==> src/rtl/bps_pkg.sv <==
package bps_pkg;
  localparam int BPS_NPH    = 4;   // samples per bit period (power of two)
  localparam int BPS_WIN    = 64;  // valid vectors per evaluation window
  localparam int BPS_WORD_W = 10;  // recovered bits per symbol
  localparam int BPS_LANES  = 3;
endpackage

==> src/rtl/bps_edge_count.sv <==
module bps_edge_count #(
  parameter int NPH = 4,
  parameter int WIN = 64,
  parameter int CW  = $clog2(WIN + 1)
) (
  input  logic                    clk,
  input  logic                    rst_n,
  input  logic                    clr,
  input  logic                    vld,
  input  logic [NPH-1:0]          smp,
  output logic                    win_done,
  output logic [NPH-1:0][CW-1:0]  cnt_fin
);
  localparam int WW = $clog2(WIN);

  logic [NPH-1:0][CW-1:0] cnt_q;
  logic [NPH-1:0][CW-1:0] cnt_d;
  logic [NPH-1:0]         hit;
  logic [WW-1:0]          wpos_q, wpos_d;
  logic                   last_q, last_d;
  logic                   seen_q, seen_d;

  always_comb begin
    for (int b = 0; b < NPH - 1; b++) hit[b] = smp[b] ^ smp[b+1];
    hit[NPH-1] = seen_q & (last_q ^ smp[0]);
    win_done   = vld && !clr && (wpos_q == WW'(WIN - 1));
    wpos_d = wpos_q;
    last_d = last_q;
    seen_d = seen_q;
    if (clr) begin
      wpos_d = '0;
      seen_d = 1'b0;
    end else if (vld) begin
      wpos_d = win_done ? '0 : wpos_q + WW'(1);
      last_d = smp[NPH-1];
      seen_d = 1'b1;
    end
  end

  always_ff @(posedge clk or negedge rst_n) begin
    if (!rst_n) begin
      wpos_q <= '0;
      last_q <= 1'b0;
      seen_q <= 1'b0;
    end else begin
      wpos_q <= wpos_d;
      last_q <= last_d;
      seen_q <= seen_d;
    end
  end

  for (genvar b = 0; b < NPH; b++) begin : g_bnd
    always_comb begin
      cnt_fin[b] = cnt_q[b] + CW'(hit[b]);
      cnt_d[b]   = cnt_q[b];
      if (clr)          cnt_d[b] = '0;
      else if (vld)     cnt_d[b] = win_done ? '0 : cnt_fin[b];
    end

    always_ff @(posedge clk or negedge rst_n) begin
      if (!rst_n) cnt_q[b] <= '0;
      else        cnt_q[b] <= cnt_d[b];
    end

    // a partial window never holds more hits than vectors seen
    a_r2_cnt_bound: assert property (@(posedge clk) disable iff (!rst_n)
      cnt_q[b] <= CW'(WIN - 1));
    // counts restart at every window end
    a_r2_win_restart: assert property (@(posedge clk) disable iff (!rst_n)
      win_done |=> (cnt_q[b] == '0));
  end
endmodule

==> src/rtl/bps_phase_pick.sv <==
module bps_phase_pick #(
  parameter int NPH  = 4,
  parameter int CW   = 7,
  parameter int PH_W = $clog2(NPH)
) (
  input  logic                   clk,
  input  logic                   rst_n,
  input  logic                   clr,
  input  logic                   vld,
  input  logic                   win_done,
  input  logic [NPH-1:0][CW-1:0] cnt_fin,
  output logic [PH_W-1:0]        phase,
  output logic                   drop_pend
);
  logic [PH_W-1:0] phase_q, phase_d;
  logic [PH_W-1:0] best, target, diff;
  logic [CW-1:0]   best_cnt;
  logic            drop_q, drop_d;

  always_comb begin
    best     = '0;
    best_cnt = cnt_fin[0];
    for (int b = 1; b < NPH; b++) begin
      if (cnt_fin[b] > best_cnt) begin
        best_cnt = cnt_fin[b];
        best     = PH_W'(b);
      end
    end
    target  = best + PH_W'(NPH / 2);
    diff    = target - phase_q;
    phase_d = phase_q;
    drop_d  = drop_q;
    if (vld) drop_d = 1'b0;
    if (win_done && (best_cnt != '0) && (diff != '0)) begin
      if (diff == PH_W'(NPH - 1)) begin
        phase_d = phase_q - PH_W'(1);
      end else begin
        phase_d = phase_q + PH_W'(1);
        if (phase_q == PH_W'(NPH - 1)) drop_d = 1'b1;
      end
    end
    if (clr) begin
      phase_d = '0;
      drop_d  = 1'b0;
    end
  end

  always_ff @(posedge clk or negedge rst_n) begin
    if (!rst_n) begin
      phase_q <= '0;
      drop_q  <= 1'b0;
    end else begin
      phase_q <= phase_d;
      drop_q  <= drop_d;
    end
  end

  assign phase     = phase_q;
  assign drop_pend = drop_q;

  // one position per step at most
  a_r4_one_step: assert property (@(posedge clk) disable iff (!rst_n)
    !clr |=> ((phase_q == $past(phase_q)) ||
              (phase_q == $past(phase_q) + PH_W'(1)) ||
              (phase_q == $past(phase_q) - PH_W'(1))));
  // no movement between window ends
  a_r5_hold: assert property (@(posedge clk) disable iff (!rst_n)
    (!win_done && !clr) |=> $stable(phase_q));
  // a forward wrap always leaves a pending drop
  a_r6_wrap_drop: assert property (@(posedge clk) disable iff (!rst_n)
    (!clr && (phase_q == PH_W'(NPH - 1))) |=> ((phase_q != '0) || drop_q));
  // link drop clears the decision
  a_r7_link_clr: assert property (@(posedge clk) disable iff (!rst_n)
    clr |=> ((phase_q == '0) && !drop_q));
endmodule

==> src/rtl/bps_word_pack.sv <==
module bps_word_pack #(
  parameter int WORD_W = 10
) (
  input  logic              clk,
  input  logic              rst_n,
  input  logic              clr,
  input  logic              bvld,
  input  logic              bin,
  output logic [WORD_W-1:0] word,
  output logic              word_vld
);
  localparam int NW = $clog2(WORD_W);

  logic [WORD_W-1:0] sh_q, sh_d, word_q, word_d;
  logic [NW-1:0]     fill_q, fill_d;
  logic              wv_q, wv_d;

  always_comb begin
    sh_d   = sh_q;
    fill_d = fill_q;
    word_d = word_q;
    wv_d   = 1'b0;
    if (clr) begin
      fill_d = '0;
    end else if (bvld) begin
      sh_d = {bin, sh_q[WORD_W-1:1]};
      if (fill_q == NW'(WORD_W - 1)) begin
        fill_d = '0;
        word_d = sh_d;
        wv_d   = 1'b1;
      end else begin
        fill_d = fill_q + NW'(1);
      end
    end
  end

  always_ff @(posedge clk or negedge rst_n) begin
    if (!rst_n) begin
      sh_q   <= '0;
      fill_q <= '0;
      word_q <= '0;
      wv_q   <= 1'b0;
    end else begin
      sh_q   <= sh_d;
      fill_q <= fill_d;
      word_q <= word_d;
      wv_q   <= wv_d;
    end
  end

  assign word     = word_q;
  assign word_vld = wv_q;

  // a word only follows an accepted bit
  a_r8_word_src: assert property (@(posedge clk) disable iff (!rst_n)
    wv_q |-> $past(bvld));
endmodule

==> src/rtl/bps_lane.sv <==
module bps_lane #(
  parameter int NPH    = 4,
  parameter int WIN    = 64,
  parameter int WORD_W = 10,
  parameter int PH_W   = $clog2(NPH)
) (
  input  logic              clk,
  input  logic              rst_n,
  input  logic              link_up,
  input  logic              vld,
  input  logic [NPH-1:0]    smp,
  output logic              bit_out,
  output logic              bit_vld,
  output logic [WORD_W-1:0] word,
  output logic              word_vld,
  output logic [PH_W-1:0]   phase
);
  localparam int CW = $clog2(WIN + 1);

  logic                   clr;
  logic                   win_done;
  logic [NPH-1:0][CW-1:0] cnt_fin;
  logic                   drop_pend;
  logic                   bit_q, bit_d, bv_q, bv_d;

  assign clr = ~link_up;

  bps_edge_count #(.NPH(NPH), .WIN(WIN), .CW(CW)) u_cnt (
    .clk(clk), .rst_n(rst_n), .clr(clr), .vld(vld), .smp(smp),
    .win_done(win_done), .cnt_fin(cnt_fin)
  );

  bps_phase_pick #(.NPH(NPH), .CW(CW), .PH_W(PH_W)) u_pick (
    .clk(clk), .rst_n(rst_n), .clr(clr), .vld(vld), .win_done(win_done),
    .cnt_fin(cnt_fin), .phase(phase), .drop_pend(drop_pend)
  );

  always_comb begin
    bit_d = bit_q;
    bv_d  = 1'b0;
    if (vld && !clr) begin
      bit_d = smp[phase];
      bv_d  = !drop_pend;
    end
  end

  always_ff @(posedge clk or negedge rst_n) begin
    if (!rst_n) begin
      bit_q <= 1'b0;
      bv_q  <= 1'b0;
    end else begin
      bit_q <= bit_d;
      bv_q  <= bv_d;
    end
  end

  assign bit_out = bit_q;
  assign bit_vld = bv_q;

  bps_word_pack #(.WORD_W(WORD_W)) u_pack (
    .clk(clk), .rst_n(rst_n), .clr(clr), .bvld(bv_q), .bin(bit_q),
    .word(word), .word_vld(word_vld)
  );

  // every strobe comes from a vector accepted with the link up
  a_r1_strobe_src: assert property (@(posedge clk) disable iff (!rst_n)
    bv_q |-> ($past(vld) && $past(link_up)));
endmodule

==> src/rtl/bit_phase_select.sv <==
module bit_phase_select
  import bps_pkg::*;
#(
  parameter int LANES  = BPS_LANES,
  parameter int NPH    = BPS_NPH,
  parameter int WIN    = BPS_WIN,
  parameter int WORD_W = BPS_WORD_W,
  parameter int PH_W   = $clog2(NPH)
) (
  input  logic                      clk,
  input  logic                      rst_n,
  input  logic                      link_up,
  input  logic                      smp_vld,
  input  logic [LANES*NPH-1:0]      smp,
  output logic [LANES-1:0]          bit_out,
  output logic [LANES-1:0]          bit_vld,
  output logic [LANES*WORD_W-1:0]   word_out,
  output logic [LANES-1:0]          word_vld,
  output logic [LANES*PH_W-1:0]     phase_sel
);
  logic [1:0] rst_pipe;
  logic       rst_int_n;

  always_ff @(posedge clk or negedge rst_n) begin
    if (!rst_n) rst_pipe <= 2'b00;
    else        rst_pipe <= {rst_pipe[0], 1'b1};
  end
  assign rst_int_n = rst_pipe[1];

  for (genvar l = 0; l < LANES; l++) begin : g_lane
    bps_lane #(.NPH(NPH), .WIN(WIN), .WORD_W(WORD_W), .PH_W(PH_W)) u_lane (
      .clk     (clk),
      .rst_n   (rst_int_n),
      .link_up (link_up),
      .vld     (smp_vld),
      .smp     (smp[l*NPH +: NPH]),
      .bit_out (bit_out[l]),
      .bit_vld (bit_vld[l]),
      .word    (word_out[l*WORD_W +: WORD_W]),
      .word_vld(word_vld[l]),
      .phase   (phase_sel[l*PH_W +: PH_W])
    );
  end
endmodule

==> config.mk <==
export PLATFORM = sky130hd
export DESIGN_NAME = bit_phase_select
export DESIGN_NICKNAME = d
export VERILOG_FILES = /design/src/rtl/bps_pkg.sv /design/src/rtl/bps_edge_count.sv /design/src/rtl/bps_phase_pick.sv /design/src/rtl/bps_word_pack.sv /design/src/rtl/bps_lane.sv /design/src/rtl/bit_phase_select.sv
export SDC_FILE = /design/constraint.sdc
export NUM_CORES = 1
export LEC_CHECK = 0
export BUFFER_PORTS_ARGS = -buffer_cell sky130_fd_sc_hd__buf_4
export CAP_MARGIN = 15
export CORE_AREA = 2 2 184 204
export CTS_CLUSTER_DIAMETER = 200
export DETAILED_ROUTE_END_ITERATION = 7
export DIE_AREA = 0 0 186 206
export PLACE_DENSITY = 0.55
export SYNTH_ARGS = -nofsm -noshare
export SYNTH_HDL_FRONTEND = slang
export SYNTH_HIERARCHICAL = 1
export SYNTH_SLANG_ARGS = --single-unit
==> constraint.sdc <==
create_clock -name clk -period 7.89 [get_ports clk]
set_clock_uncertainty 0.2 [all_clocks]
set_input_delay 0.789 -clock clk [delete_from_list [all_inputs] [get_ports clk]]
set_output_delay 0.789 -clock clk [all_outputs]
set_load 0.01 [all_outputs]
# Word level (Yosys, flattened, before mapping)
# Index checks and enable logic that the tools add are counted.
totals:
  reg_bits: 198
  in_bits: 16
op_classes:
  add_sub_neg: 30
  order_cmp: 12
  n_eq_ne: 19
  mux: 116
  bitwise: 15
  reduce_logical: 26
op_table:
  columns: ["op", "count"]
  rows:
  - ["2-to-1 mux 7 bit", 45]
  - ["adder 7 x 1 -> 7 bit", 12]
  - ["> comparator 7 bit", 9]
  - ["2-to-1 mux 6 bit", 9]
  - ["2-to-1 mux 4 bit", 9]
  - ["2-to-1 mux 1 bit", 35]
  - ["2-to-1 mux 2 bit", 15]
  - ["nonzero test 7 bit", 3]
  - ["adder 6 x 1 -> 6 bit, second input constant", 3]
  - ["== test 6 bit, second input constant", 3]
  - ["inequality test 2 x 1 -> 1 bit, second input constant", 7]
  - ["adder 4 x 1 -> 4 bit, second input constant", 3]
  - ["== test 2 bit, second input constant", 6]
  - ["== test 4 bit, second input constant", 3]
  - ["XOR 1 bit", 12]
  - ["logical AND 1 bit", 10]
  - ["less-than comparator 2 x 3 -> 1 bit, second input constant", 3]
  - ["AND reduction 3 bit", 3]
  - ["AND reduction 2 bit", 4]
  - ["adder 2 x 1 -> 2 bit, second input constant", 3]
  - ["adder 2 bit, second input constant", 3]
  - ["binary-select mux 1 bit (select 2 bit)", 3]
  - ["nonzero test 2 bit", 3]
  - ["subtractor 2 x 1 -> 2 bit, second input constant", 3]
  - ["other kinds (3)", 9]

# Depth between registers and ports, before layout
logic_depth:
  ltp_word: 14
  mapped_depth: 33

# Cells and area by module
# Netlist, hierarchy kept.
by_module_without_submodules:
  columns: ["mod", "instances", "cells_each", "area_per_inst_um2", "seq_area_each_um2"]
  rows:
  - ["bps_edge_count", 3, 242, 2205.9, 900.9]
  - ["bps_phase_pick", 3, 154, 1161.1, 75.1]
  - ["bps_word_pack", 3, 67, 1041.0, 600.6]
  - ["bps_lane", 3, 7, 95.1, 50.0]
  - ["bit_phase_select", 1, 3, 53.8, 50.0]

# Worst setup path after synthesis
# OpenSTA, ideal clock, no wires.
synth_path:
  path_kind: "input to register"
  from: "in smp[0]"
  to: "reg g_lane[0].u_lane.u_pick.phase_q[1]"
  t_arrival_ns: 6.596
  required_time_ns: 7.562
  slack_ns: 0.966
  path_stages: 31
  path_buffers: 0
  cell_sequence: "xor2_1 -> ha_1 -> ha_1 -> nand2_1 -> nor2_1 -> xor2_1 -> inv_1 -> ha_1 -> a21oi_2 -> o21a_2 -> a21o_1 -> a22oi_1 -> ha_1 -> nand3b_1 -> a21oi_1 -> o21a_4 -> a221oi_1 -> or2_2 -> ha_1 -> nor2b_1 -> o21a_1 -> o21bai_1 -> and2_1 -> nor2_1 -> nor2_1 -> ha_1 -> xor2_1 -> and3_1 -> or4_1 -> a21oi_1 -> mux2_1"
synth_lines:
  columns: ["item", "line", "source"]
  rows:
  - ["start: declaration", "bit_phase_select.sv:14", "input logic [LANES*NPH-1:0] smp,"]
  - ["end signal: assignment", "bps_phase_pick.sv:53", "phase_q <= phase_d;"]
  - ["end: declaration", "bps_phase_pick.sv:15", "logic [PH_W-1:0] phase_q, phase_d;"]

==> impl_metrics.tcl <==
set metrics [dict create \
    grtUsageMet3_pct 2.56 \
    worstPathArrival_ns 7.58 \
    area_growth_pct 11.0 \
    fin_util_pct 41.1 \
    cts.reportedPaths.clkPinSlew_ns 0.08 \
    crit_family "simple AND/OR/NAND/NOR gates" \
    max_cap_viol_count 0 \
    ys_top_cells_by_area "dfrtp_1, ha_1, a21oi_1" \
    synth_top_cell_area_share_pct 36.3 \
    vdd_drop_max_uv 143 \
    hold_class "reg2async" \
    vias 10700 \
    drt-initial-drc-count 502 \
    fp.dieH_um 206 \
    maxSlewHeadroom_pct 48.2 \
    top_usage_layer "met2" \
    first_global_vias 10600 \
    yosys_warnings 6 \
    clock-sinks 197 \
    grt_max_degree 61 \
    antenna_found_initial 0 \
    die_x_um 186 \
    ys.flop_type "dfrtp_1" \
    ys_seq_elements 197 \
    period_minus_slack_ns 7.44 \
    num_io_pins 61 \
    end_kind "flip-flop" \
    clk_latency_ns 0.45 \
    clockRootBuffer "clkbuf_16" \
    rows 74 \
    gp_congestion 0.893 \
    timing.reg2reg.setup_slack_ns 0.84 \
    synth.most_common_cell "dfrtp_1" \
    cts_buffer_depth 2 \
    drt-total-wl_um 31800 \
    crit_required_ns 8.03 \
    r2r_start "g_lane[1].u_lane/u_cnt/cnt_q[0]$_DFFE_PN0P_" \
    use_met1_pct 22.3 \
    synthTopCellsByCount "dfrtp_1, a21oi_1, nor2_1" \
    criticalPathCategory "in2reg" \
    powerDensity_nw_per_um2 205 \
    status "finished clean" \
    start_kind "primary input" \
    grt_pass1_wl_um 53400 \
    netlist.top_cell.by_area "dfrtp_1" \
    nets 1572 \
    dieArea_sq_um 38300 \
    start_util_pct 37.1 \
    synth_area_sq_um 13600 \
    rsz0062_at_grt "false" \
    synthCells 1413 \
    ant_nets 0 \
    use_met2_pct 29.3 \
    reg2regPathDepth 30 \
    core_area_sq_um 36600 \
    tightest_slew_ns 0.777 \
    hpwlAfterDp_um 23200 \
    max_stage_delay_ns 0.52 \
    port_buffers 60 \
    r2r_end "g_lane[1].u_lane/u_pick/phase[1]$_DFFE_PN0P_" \
    viasPerCell 5.44 \
    synth_seq_area_share_pct 36.3 \
    drive_above_1_share_pct 15.2 \
    fin_crit_sh_pct 94.3 \
    drc 0 \
    hold_viol_final 0 \
    synthDistinctLibCells 72 \
    synth.net_count 1528 \
    async_flop_share_pct 100 \
    worst-path-buf-inv 2 \
    cp_slowest_cell "or4_1" \
    drv_slew 0 \
    dr.pass1.iters 5 \
    cts_tree "built" \
    crit_top_cell "ha_1" \
    gr-total-overflow 0 \
    fmax_mhz 134 \
    synth_edf_count 0 \
    track_usage_pct 17.3 \
    setup_viol 0 \
    num_antenna_cells 0 \
    cts_buffers 17 \
    synth_area_per_cell_sq_um 9.60 \
    htreeDepth 4 \
    fin_tns_setup_ns 0 \
    p_leak_nw 6.72 \
    routedWlPerCell_um 16.2 \
    critical_path.max_fanout 8 \
    design_power_total_mw 3.09 \
]
power breakdown:
part | internal [mW] | leakage [nW] | switching [mW]
logic | 0.454 | 3.74 | 0.584
registers | 1.08 | 2.68 | 0.0633
clock network | 0.442 | 0.296 | 0.461
total | 1.98 | 6.72 | 1.11
repair_timing:
item / CTS / global route
hold buffers: 1 / 0
resized for setup: 0 / 1
hold endpoints to repair: 2 / 0
buffers inserted: 0 / 0
endpoints found under the setup margin: 0 / 1
registers in the layout, summed over array words and instances (netlist names):
signal / count
g_lane.u_lane/u_cnt/seen_q: 3
g_lane.u_lane/u_cnt/wpos_q: 18
g_lane.u_lane/u_cnt/last_q: 3
g_lane.u_lane/u_pack/word: 30
g_lane.u_lane/u_pack/sh_q: 27
g_lane.u_lane/u_pack/word_vld: 3
g_lane.u_lane/u_cnt/cnt_q: 84
g_lane.u_lane/bit_out: 3
g_lane.u_lane/u_pick/drop_pend: 3
rst_pipe: 2
g_lane.u_lane/bit_vld: 3
g_lane.u_lane/u_pack/fill_q: 12
g_lane.u_lane/u_pick/phase: 6
cells in the final DEF (no fill, tap or decap), drive strengths merged, types with 9 or more instances in the layout:
master	synthesis	routed
o2111ai	12	12
inv	72	81
ha	99	99
xor2	63	63
xnor2	24	24
and3	9	9
nor2b	30	30
mux2	69	69
dfrtp	197	197
o21bai	12	12
nand2b	48	48
clkbuf	12	18
o32ai	9	9
nor2	108	108
o21a	9	9
o2bb2ai	9	9
a21oi	123	123
nand4	24	24
or2	9	9
nand3	66	66
nor3	9	9
a21o	9	9
buf	36	72
nand2	75	75
o31ai	15	15
o21ai	78	78
nand3b	15	15
o211ai	54	54
or3	33	33
worst max-delay path by stage:
stage            from                                           end  cells after the start
2_1_floorplan  smp[0]  g_lane[0].u_lane/u_pick/phase[1]$_DFFE_PN0P_                     31
3_3_place_gp   smp[9]  g_lane[2].u_lane/u_pick/phase[1]$_DFFE_PN0P_                     32
3_5_place_dp   smp[5]  g_lane[1].u_lane/u_pick/phase[1]$_DFFE_PN0P_                     31
4_1_cts        smp[9]  g_lane[2].u_lane/u_pick/phase[1]$_DFFE_PN0P_                     32
5_1_grt        smp[9]  g_lane[2].u_lane/u_pick/phase[1]$_DFFE_PN0P_                     32
6_report       smp[9]  g_lane[2].u_lane/u_pick/phase[1]$_DFFE_PN0P_                     32
final cells by class:
class                           count  area [sq um]
Tap cell                          494           618
Multi-Input combinational cell   1093          8060
Clock buffer                       18           439
Clock inverter                     14           171
Sequential cell                   197          4930
Fill cell                        3589         21500
Inverter                           75           282
Timing Repair Buffer               73           551
kinds of logic after synthesis:
logic type	count (synthesis)	synth area share (%)
buffers and inverters	123	4.29
and+or+nand+nor	459	19.0
DFF	197	36.3
other	1	0.0276
xor gates and xnor gates	87	5.62
adders and majority gates	99	9.13
muxes	78	7.42
AOI/OAI and AO/OA	369	18.2
metal layers:
metal / routed length, um / part of all wire, %
met5: 0 / 0
met4: 903 / 2.8
met3: 761 / 2.4
met2: 15200 / 48
met1: 14900 / 47
per-stage QoR:
step	std cells	cell area (sq um)	hold slack (ns)	worst slack [ns]
after floorplan	1413	13600	0.131	0.966
after global placement	1931	14400	0.0797	0.129
after detailed placement	1931	14400	0.0780	0.0280
after CTS	1964	15000	0.0986	0.482
after global routing	1964	15000	0.116	0.00828
final	1964	15000	0.0729	0.453
Note: power is estimated with default switching activity, not from simulation.
